### config.mk
export PLATFORM = sky130hd
export DESIGN_NAME = aload_track
export DESIGN_NICKNAME = d
export VERILOG_FILES = /design/src/rtl/aload_pkg.sv /design/src/rtl/aload_slot.sv /design/src/rtl/aload_rr.sv /design/src/rtl/aload_track.sv
export SDC_FILE = /design/constraint.sdc
export NUM_CORES = 1
export LEC_CHECK = 0
export ABC_AREA = 1
export BUFFER_PORTS_ARGS = -buffer_cell sky130_fd_sc_hd__buf_4
export CAP_MARGIN = 20
export CORE_AREA = 2 2 332 416
export CTS_CLUSTER_SIZE = 12
export DETAILED_ROUTE_END_ITERATION = 16
export DIE_AREA = 0 0 334 418
export MAX_ROUTING_LAYER = met4
export PLACE_DENSITY = 0.49
export SYNTH_ARGS = -nofsm -noshare
export SYNTH_HDL_FRONTEND = slang
export SYNTH_SLANG_ARGS = --single-unit
### constraint.sdc
create_clock -name clk -period 3.4 [get_ports clk]
set_input_delay 0.17 -clock clk [delete_from_list [all_inputs] [get_ports clk]]
set_output_delay 0.17 -clock clk [all_outputs]
set_load 0.1 [all_outputs]
### src/rtl/aload_pkg.sv
package aload_pkg;

  typedef enum logic [2:0] {
    OP_NOP     = 3'd0,
    OP_ADV     = 3'd1,
    OP_CHK_NC  = 3'd2,
    OP_CHK_CLR = 3'd3,
    OP_INVAL   = 3'd4,
    OP_STORE   = 3'd5
  } aload_op_e;

  // Half-open byte ranges [a_lo,a_hi) and [b_lo,b_hi) share a byte.
  function automatic logic span_overlap(logic [64:0] a_lo, logic [64:0] a_hi,
                                        logic [64:0] b_lo, logic [64:0] b_hi);
    return (a_lo < b_hi) && (b_lo < a_hi);
  endfunction

  // Exclusive end of a range, widened to avoid wrap at the top of memory.
  function automatic logic [64:0] span_end(logic [64:0] lo, logic [64:0] len);
    return lo + len;
  endfunction

endpackage

### src/rtl/aload_slot.sv
module aload_slot #(
  parameter int AW = 32,
  parameter int RW = 7,
  parameter int SW = 5
) (
  input  logic          clk,
  input  logic          rst_n,
  input  logic          wr,
  input  logic          clr,
  input  logic [RW-1:0] w_reg,
  input  logic [AW-1:0] w_addr,
  input  logic [SW-1:0] w_size,
  output logic          q_valid,
  output logic [RW-1:0] q_reg,
  output logic [AW-1:0] q_addr,
  output logic [SW-1:0] q_size
);

  always_ff @(posedge clk) begin
    if (!rst_n) begin
      q_valid <= 1'b0;
      q_reg   <= '0;
      q_addr  <= '0;
      q_size  <= '0;
    end else if (wr) begin
      q_valid <= 1'b1;
      q_reg   <= w_reg;
      q_addr  <= w_addr;
      q_size  <= w_size;
    end else if (clr) begin
      q_valid <= 1'b0;
    end
  end

  AST_WRITE_SETS: assert property (@(posedge clk) disable iff (!rst_n)
    wr |=> q_valid && q_reg == $past(w_reg)) else $error("slot write lost");

endmodule

### src/rtl/aload_rr.sv
module aload_rr #(
  parameter int NENT = 8
) (
  input  logic                    clk,
  input  logic                    rst_n,
  input  logic                    step,
  output logic [$clog2(NENT)-1:0] ptr
);

  localparam int IW = $clog2(NENT);
  localparam logic [IW-1:0] LAST = IW'(NENT - 1);

  always_ff @(posedge clk) begin
    if (!rst_n)     ptr <= '0;
    else if (step)  ptr <= (ptr == LAST) ? '0 : ptr + 1'b1;
  end

  AST_PTR_RANGE: assert property (@(posedge clk) disable iff (!rst_n)
    ptr <= LAST) else $error("pointer out of range");
  AST_PTR_HOLD: assert property (@(posedge clk) disable iff (!rst_n)
    !step |=> $stable(ptr)) else $error("pointer moved");

endmodule

### src/rtl/aload_track.sv
module aload_track
  import aload_pkg::*;
#(
  parameter int NENT = 8,
  parameter int AW   = 32,
  parameter int RW   = 7,
  parameter int SW   = 5
) (
  input  logic          clk,
  input  logic          rst_n,
  input  logic          req_valid,
  input  logic [2:0]    req_op,
  input  logic [RW-1:0] req_freg,
  input  logic [AW-1:0] req_paddr,
  input  logic [SW-1:0] req_size,
  input  logic          req_nonspec,
  input  logic          req_defer,
  input  logic          req_base_upd,
  input  logic          force_miss,
  output logic          lk_hit,
  output logic          act_translate,
  output logic          act_read,
  output logic          base_update
);

  localparam int IW = $clog2(NENT);

  aload_op_e op;
  assign op = aload_op_e'(req_op);

  // Slot state
  logic [NENT-1:0] slot_v;
  logic [RW-1:0]   slot_reg  [NENT];
  logic [AW-1:0]   slot_addr [NENT];
  logic [SW-1:0]   slot_size [NENT];

  // Named internal events
  logic            is_chk, is_load, store_go;
  logic            any_match, alloc_en, new_alloc, kill_reg, act_go, clr_hit;
  logic [NENT-1:0] reg_match, store_ovl, wsel, slot_wr, slot_clr;
  logic [IW-1:0]   match_idx, rr_ptr;
  logic [64:0]     st_lo, st_hi;

  assign is_chk   = (op == OP_CHK_NC) || (op == OP_CHK_CLR);
  assign is_load  = is_chk || (op == OP_ADV);
  assign store_go = req_valid && (op == OP_STORE);
  assign st_lo    = 65'(req_paddr);
  assign st_hi    = span_end(st_lo, 65'(req_size));

  for (genvar i = 0; i < NENT; i++) begin : g_slot
    logic [64:0] e_lo, e_hi;
    assign e_lo = 65'(slot_addr[i]);
    assign e_hi = span_end(e_lo, 65'(slot_size[i]));
    assign reg_match[i] = slot_v[i] && (slot_reg[i] == req_freg);
    assign store_ovl[i] = slot_v[i] && span_overlap(e_lo, e_hi, st_lo, st_hi);
    assign slot_wr[i]   = alloc_en && wsel[i];
    assign slot_clr[i]  = (kill_reg && reg_match[i]) || (store_go && store_ovl[i]);

    aload_slot #(.AW(AW), .RW(RW), .SW(SW)) u_slot (
      .clk    (clk),
      .rst_n  (rst_n),
      .wr     (slot_wr[i]),
      .clr    (slot_clr[i]),
      .w_reg  (req_freg),
      .w_addr (req_paddr),
      .w_size (req_size),
      .q_valid(slot_v[i]),
      .q_reg  (slot_reg[i]),
      .q_addr (slot_addr[i]),
      .q_size (slot_size[i])
    );
  end

  assign any_match = |reg_match;

  always_comb begin
    match_idx = '0;
    for (int i = 0; i < NENT; i++)
      if (reg_match[i]) match_idx = IW'(i);
  end

  // Lookup and action
  assign lk_hit   = req_valid && is_chk && !force_miss && any_match;
  assign clr_hit  = lk_hit && (op == OP_CHK_CLR);
  assign act_go   = req_valid && is_load && !lk_hit && !((op == OP_ADV) && req_defer);
  assign act_translate = act_go;
  assign act_read      = act_go;
  assign base_update   = req_valid && is_load && req_base_upd;

  // Table update
  assign kill_reg  = req_valid && ((op == OP_ADV) || (op == OP_CHK_CLR) || (op == OP_INVAL));
  assign alloc_en  = req_valid && !req_nonspec &&
                     (((op == OP_ADV) && !req_defer) || ((op == OP_CHK_NC) && !lk_hit));
  assign wsel      = any_match ? reg_match : (NENT'(1) << rr_ptr);
  assign new_alloc = alloc_en && !any_match;

  aload_rr #(.NENT(NENT)) u_rr (
    .clk  (clk),
    .rst_n(rst_n),
    .step (new_alloc),
    .ptr  (rr_ptr)
  );

  AST_FORCE_MISS: assert property (@(posedge clk) disable iff (!rst_n)
    force_miss |-> !lk_hit) else $error("forced miss ignored");
  AST_HIT_NO_ACCESS: assert property (@(posedge clk) disable iff (!rst_n)
    lk_hit |-> !act_translate && !act_read) else $error("hit still loads");
  AST_ONE_PER_REG: assert property (@(posedge clk) disable iff (!rst_n)
    $countones(reg_match) <= 1) else $error("duplicate register");
  AST_NONSPEC_NOALLOC: assert property (@(posedge clk) disable iff (!rst_n)
    (req_valid && req_nonspec) |-> !alloc_en) else $error("nonspec allocated");
  AST_CLR_REMOVES: assert property (@(posedge clk) disable iff (!rst_n)
    clr_hit |=> !slot_v[$past(match_idx)]) else $error("clear hit kept record");
  AST_STORE_CLEARS: assert property (@(posedge clk) disable iff (!rst_n)
    store_go |=> ((slot_v & $past(store_ovl)) == '0)) else $error("store left record");
  AST_BASE_UPD: assert property (@(posedge clk) disable iff (!rst_n)
    (req_valid && is_chk && req_base_upd) |-> base_update) else $error("base update dropped");

endmodule

# ---- Word-level counts from Yosys, hierarchy flattened
# Cells that the tools add are included.
# Widths: inputs -> output; s select.
dict set report classes {
  n_addsub 10
  n_lt_le_gt_ge 16
  n_eq_ne 14
  shift 1
  n_mux 18
  reduce_logical 91
}
# op n
set op_table {}
lappend op_table {{$lt 32x33->1} 16}
lappend op_table {{$add 32x5->33} 9}
lappend op_table {{$logic_and 1x1->1} 63}
lappend op_table {{$eq 7x7->1} 8}
lappend op_table {{$mux 1} 16}
lappend op_table {{$reduce_bool 2->1} 8}
lappend op_table {{$logic_or 1x1->1} 13}
lappend op_table {{$eq 3x3->1 const B} 3}
lappend op_table {{$mux 8} 1}
lappend op_table {{$reduce_or 8->1} 1}
lappend op_table {{$shl 1x3->8 const A} 1}
lappend op_table {{$eq 3x2->1 const B} 2}
lappend op_table {{$logic_not 1->1} 6}
lappend op_table {{$add 3x1->3 const B} 1}
lappend op_table {{$eq 3x1->1 const B} 1}
lappend op_table {{$mux 3} 1}
dict set report totals {
  register_bits 363
  in_bits 54
  out_inout_bits 4
  word_cells 183
}

# ---- Longest topological paths before layout
dict set report depth {
  depth_word 11
  mapped_depth 29
  depth_no_buf 29
}

# ---- Hierarchy
# Synthesis repeated with hierarchy kept, for this count alone.
dict set report unflattened {
  hier_cells 4644
  area_unflattened_um2 32376.1
}
# mod instances cells_per_inst area_per_inst_um2 seq_area_each_um2
set modules_own_cells {}
lappend modules_own_cells {aload_track 1 3066 19715.2 0.0}
lappend modules_own_cells {aload_slot 8 195 1565.3 900.9}
lappend modules_own_cells {aload_rr 1 18 138.9 60.1}

# ---- Worst setup path before layout
# No wires, ideal clock.
dict set report synth_path {
  kind {register to output}
  from {register g_slot[3].u_slot.q_reg[0]}
  to {output act_translate}
  arrival_time_ps 4531
  required_time_ps 3230
  slack_ps -1301
  stages_incl_launch_ff 12
  path_buffers 1
  cell_sequence {dfxtp_1 xor2_1 nor2_1 and3b_1 nand3_1 nand2_1 nor2_4 nand2_8 nand2_2 inv_1 a211oi_1 buf_4}
}
dict set report synth_between {
  elab_chain_len 7
}
# item line
set synth_rtl {}
lappend synth_rtl {{start: declaration} aload_slot.sv:14} ;# output logic [RW-1:0] q_reg,
lappend synth_rtl {{start signal: assignment} aload_slot.sv:27} ;# q_reg <= w_reg;
lappend synth_rtl {{$eq 7x7->1} aload_track.sv:54} ;# assign reg_match[i] = slot_v[i] && (slot_reg[i] == req_freg);
lappend synth_rtl {{$logic_and 1x1->1} aload_track.sv:54}
lappend synth_rtl {{$reduce_or 8->1} aload_track.sv:74} ;# assign any_match = |reg_match;
lappend synth_rtl {{$logic_and 1x1->1} aload_track.sv:83} ;# assign lk_hit = req_valid && is_chk && !force_miss && any_match;
lappend synth_rtl {{via lk_hit} aload_track.sv:20} ;# output logic lk_hit,
lappend synth_rtl {{$logic_not 1->1} aload_track.sv:85} ;# assign act_go = req_valid && is_load && !lk_hit && !((op == OP_ADV) && req_defer);
lappend synth_rtl {{$logic_and 1x1->1 (2 in series)} aload_track.sv:85}
lappend synth_rtl {{end: declaration} aload_track.sv:21} ;# output logic act_translate,
# The timed path passes the listed nets, and every way through them passes these cells.

# ---- Worst setup path in the final report
dict set report layout_path {
  from {register g_slot[3].u_slot.q_size[2]}
  to {register g_slot[3].u_slot.q_valid}
}
dict set report layout_between {
  elab_chain_len 7
}
# item line
set layout_rtl {}
lappend layout_rtl {{start: declaration} aload_slot.sv:16} ;# output logic [SW-1:0] q_size
lappend layout_rtl {{start signal: assignment} aload_slot.sv:29} ;# q_size <= w_size;
lappend layout_rtl {{$add 32x5->33} aload_pkg.sv:20} ;# return lo + len;
lappend layout_rtl {{$lt 32x33->1} aload_pkg.sv:15} ;# return (a_lo < b_hi) && (b_lo < a_hi);
lappend layout_rtl {{$logic_and 1x1->1} aload_pkg.sv:15}
lappend layout_rtl {{$logic_and 1x1->1} aload_track.sv:55} ;# assign store_ovl[i] = slot_v[i] && span_overlap(e_lo, e_hi, st_lo, st_hi);
lappend layout_rtl {{$logic_and 1x1->1} aload_track.sv:57} ;# assign slot_clr[i] = (kill_reg && reg_match[i]) || (store_go && store_ovl[i]);
lappend layout_rtl {{$logic_or 1x1->1} aload_track.sv:57}
lappend layout_rtl {{$reduce_bool 2->1 (no source line)} n/a}
lappend layout_rtl {{end signal: assignment} aload_slot.sv:21} ;# q_valid <= 1'b0;
lappend layout_rtl {{end signal: assignment} aload_slot.sv:26} ;# q_valid <= 1'b1;
lappend layout_rtl {{end signal: assignment} aload_slot.sv:31} ;# q_valid <= 1'b0;
lappend layout_rtl {{end: declaration} aload_slot.sv:13} ;# output logic q_valid,
# No other way between the ends.
# A chain may end at the register's enable or synchronous reset.

==> impl_summary.txt <==
----------------------------------------------------
[Status]
  Status ... finished, violations left
  Violated checks ... negative setup slack

[Floorplanning]
  Height of the chip ... 418 um
  Area enclosed by the die boundary ... 0.1396 mm2
  Initial core utilization ... 0.2495
  I/O pin count ... 58
  Die span in x ... 334 um
  Number of cell rows ... 151
  Core area ... 0.1353 mm2

[Layout]
  Net total in the final layout ... 6263
  Area Growth Syn to Fin ... 30.06%
  Commonest non-fill, non-tap cell in the layout ... nand2_1
  Max FFs per register ... 256
  Filler Cells Inserted ... 14.69k
  Commonest non-fill, non-tap cells in the layout ... 1290 x nand2_1, 653 x nor2_1, 644 x buf_4, 509 x ha_1, 467 x inv_1
  Post-route insts no fill ... 7455
  Utilization after layout ... 0.3246
  Area taken by multi-input logic gates ... 0.02541 mm2
  Register Area ... 0.007318 mm2
  Share of final-layout standard cells stronger than drive strength 1 ... 0.1877

[Placed design]
  Placed instance count ... 7297
  Hpwl dp ... 113700 um
  Final GP Congestion ... 0.9659
  Count of input and output buffers ... 57
  Pre-CTS setup slack ... -1.132 ns

[Worst setup path]
  CP startpoint kind ... register
  Cell family contributing the most delay on the critical path ... buffers and inverters
  Number of buffer and inverter stages on the critical path ... 11
  Required time reported for the critical path endpoint ... 3.94 ns
  Highest fanout seen on the critical path ... 4
  Setup slack of the worst register-to-register path ... -0.35 ns
  Most common cell type on the critical path ... buf_4
  Slowest-stage cell, CP ... dfxtp_2
  Arr. time, crit path ... 4.29 ns
  Critical path class ... reg2reg
  Delay of the slowest cell on the worst path ... 0.34 ns
  Critical path capture point type ... register

[Synthesis]
  Dominant synthesized flop cell ... dfxtp_1
  Count of mapped cells out of synthesis ... 5108
  Cell variety after synth ... 50
  Cell Area, Synth ... 0.03376 mm2
  Sequential element share of the synthesized area ... 0.2153
  EDFF count, synth ... 0
  Mapped Nets ... 5710
  Average cell area after synthesis ... 6.609 um2
  Flip-flop and latch count after synthesis ... 363
  Synthesis Warnings ... 0
  Ys async rst share ... 0

[Timing]
  Achievable clock frequency ... 266.9 MHz
  Final Hold Viols ... 0
  Tmin final ... 3.746 ns
  Count of pins over their slew limit ... 0
  Relative slew slack ... 0.3471
  Transition time of the tightest slew-check pin ... 0.9761 ns
  Final clock period utilization by the worst path ... 1.102
  Final worst clock skew ... 0.03816 ns
  RSZ-0062 raised after global routing ... yes
  Worst Slack Setup Final ... -0.3462 ns
  Final setup violation count ... 8

[Clock network]
  Clock transition at the registers of the reported paths ... 0.06 ns
  CTS buffer count ... 46
  H-tree depth reported by CTS ... 2
  Master cell of the clock root buffer ... clkbuf_16
  Sinks on Clock Net ... 363
  Worst skew pair latency ... 0.64 ns
  TritonCTS clock tree ... built
  Max Buffers Root-to-Sink ... 3

[Route]
  Routed Antenna Nets ... 0
  Vias per inst ... 4.881
  Vias ... 36.39k
  Routed wire length per instance ... 19.87 um
  Post-detailed-route DRC marker count ... 0
  Overall routed net length ... 148100 um
  Total iterations of the first detailed-routing run ... 6
  Detailed Route Iter0 Violations ... 2252

[Pwr]
  Leakage power total ... 20.57 nW
  Total power per unit cell area ... 265.7 mW/mm2
  VDD IR-drop max ... 327.6 uV

[Job]
  Maximum Capacitance Violations ... 0

[Global route]
  Antenna violations before repair ... 3
  Number of global-route vias before repair ... 34.78k
  Global route total overflow ... 0
  Maximum number of pins on one net before global-route repair ... 103
  Total Routing Usage GR ... 0.2132
  Wire length of the first global-routing pass ... 220200 um

[Min path]
  Worst min-delay path category ... in2reg

----------------------------------------------------
[timing repair]
action,4_1_cts,5_1_grt
setup endpoints to repair,8,8
gates cloned,0,0
hold buffers,18,0
pin swaps,112,119
hold endpoints to repair,61,0
buffers inserted,47,11
resized for setup,241,151
[final timing paths]
check,startpoint,end,depth (start not counted)
worst max-delay path,g_slot[3].u_slot.q_size[2],g_slot[3].u_slot.q_valid,26
worst min register to register,g_slot[2].u_slot.q_size[4],g_slot[2].u_slot.q_size[4],2
worst min-delay path,req_paddr[7],g_slot[3].u_slot.q_addr[7],4
worst max register to register,g_slot[3].u_slot.q_size[2],g_slot[3].u_slot.q_valid,26
[Yosys cell counts, types with 4 or more instances]
library cell / number / area share
fa_1: 9 / 0.0053
a21boi_0: 4 / 0.00089
xnor2_1: 30 / 0.0078
nand3_2: 9 / 0.0027
dfxtp_1: 363 / 0.22
a21oi_1: 388 / 0.058
nand3_1: 165 / 0.024
buf_1: 20 / 0.0022
a21o_1: 9 / 0.0020
inv_2: 6 / 0.00067
o21ai_2: 6 / 0.0016
clkbuf_2: 9 / 0.0013
buf_4: 14 / 0.0031
o21ai_1: 5 / 0.00074
nor2_1: 702 / 0.078
o21a_1: 13 / 0.0029
a211oi_1: 12 / 0.0027
clkbuf_1: 71 / 0.0079
buf_2: 67 / 0.0099
xor2_1: 223 / 0.058
o21ai_0: 104 / 0.015
o22ai_1: 7 / 0.0013
nor3_1: 135 / 0.020
buf_6: 10 / 0.0033
o211ai_1: 4 / 0.00089
o21bai_1: 6 / 0.0013
nand3b_1: 32 / 0.0071
nand4_1: 267 / 0.049
ha_1: 539 / 0.20
nand2_1: 1341 / 0.15
inv_1: 469 / 0.052
nor4_1: 38 / 0.0070
[layer usage]
metal / vias to the layer above / part of all wire / global-route usage
li1: 18020 / - / -
met1: 17250 / 0.43 / 0.2542
met2: 854 / 0.49 / 0.3689
met3: 257 / 0.041 / 0.01998
met4: 0 / 0.046 / 0.08360
met5: - / 0 / -
[kinds of logic after synthesis]
| family | Yosys count | synth area share |
|---|---|---|
| and+or+nand+nor | 2710 | 0.3436 |
| buffers and inverters | 666 | 0.08065 |
| AOI/OAI and AO/OA | 568 | 0.08970 |
| adders and majority gates | 548 | 0.2051 |
| DFF | 363 | 0.2153 |
| xor gates and xnor gates | 253 | 0.06564 |
[final cells by class]
type,count,share of cell area
Tap cell,1759,0.05013
Multi-Input combinational cell,4079,0.5787
Sequential cell,363,0.1667
Timing Repair Buffer,696,0.1286
Clock inverter,12,0.005300
Antenna cell,1,0.00005699
Inverter,475,0.04067
Clock buffer,70,0.02987
[worst min-delay path, cell delays in order]
cell	delay, ns
buf_4	0.14
buf_4	0.16
nor2_1	0.05
nor2_1	0.08
[through the flow]
| stage | power, mW | TNS (ns) | hold slack, ns | instance area, um2 |
|---|---|---|---|---|
| after floorplan | 5.358 | 0 | 0.4429 | 33770 |
| after CTS | 11.76 | -1.486 | 0.01642 | 43230 |
| final | 11.67 | -1.383 | 0.03414 | 43910 |
| after global routing | 12.09 | -3.406 | 0.05595 | 43910 |
| after detailed placement | 6.383 | -6.199 | 0.4573 | 40140 |
| after global placement | 6.366 | -6.042 | 0.4521 | 40140 |
[power by group]
group / total, mW / leakage (nW) / internal, mW / switching, mW
combinational: 2.07 / 16.9 / 0.705 / 1.36
sequential: 4.29 / 2.94 / 4.27 / 0.0193
clock: 5.31 / 0.747 / 3.06 / 2.25
(Power assumes the default switching activity.)
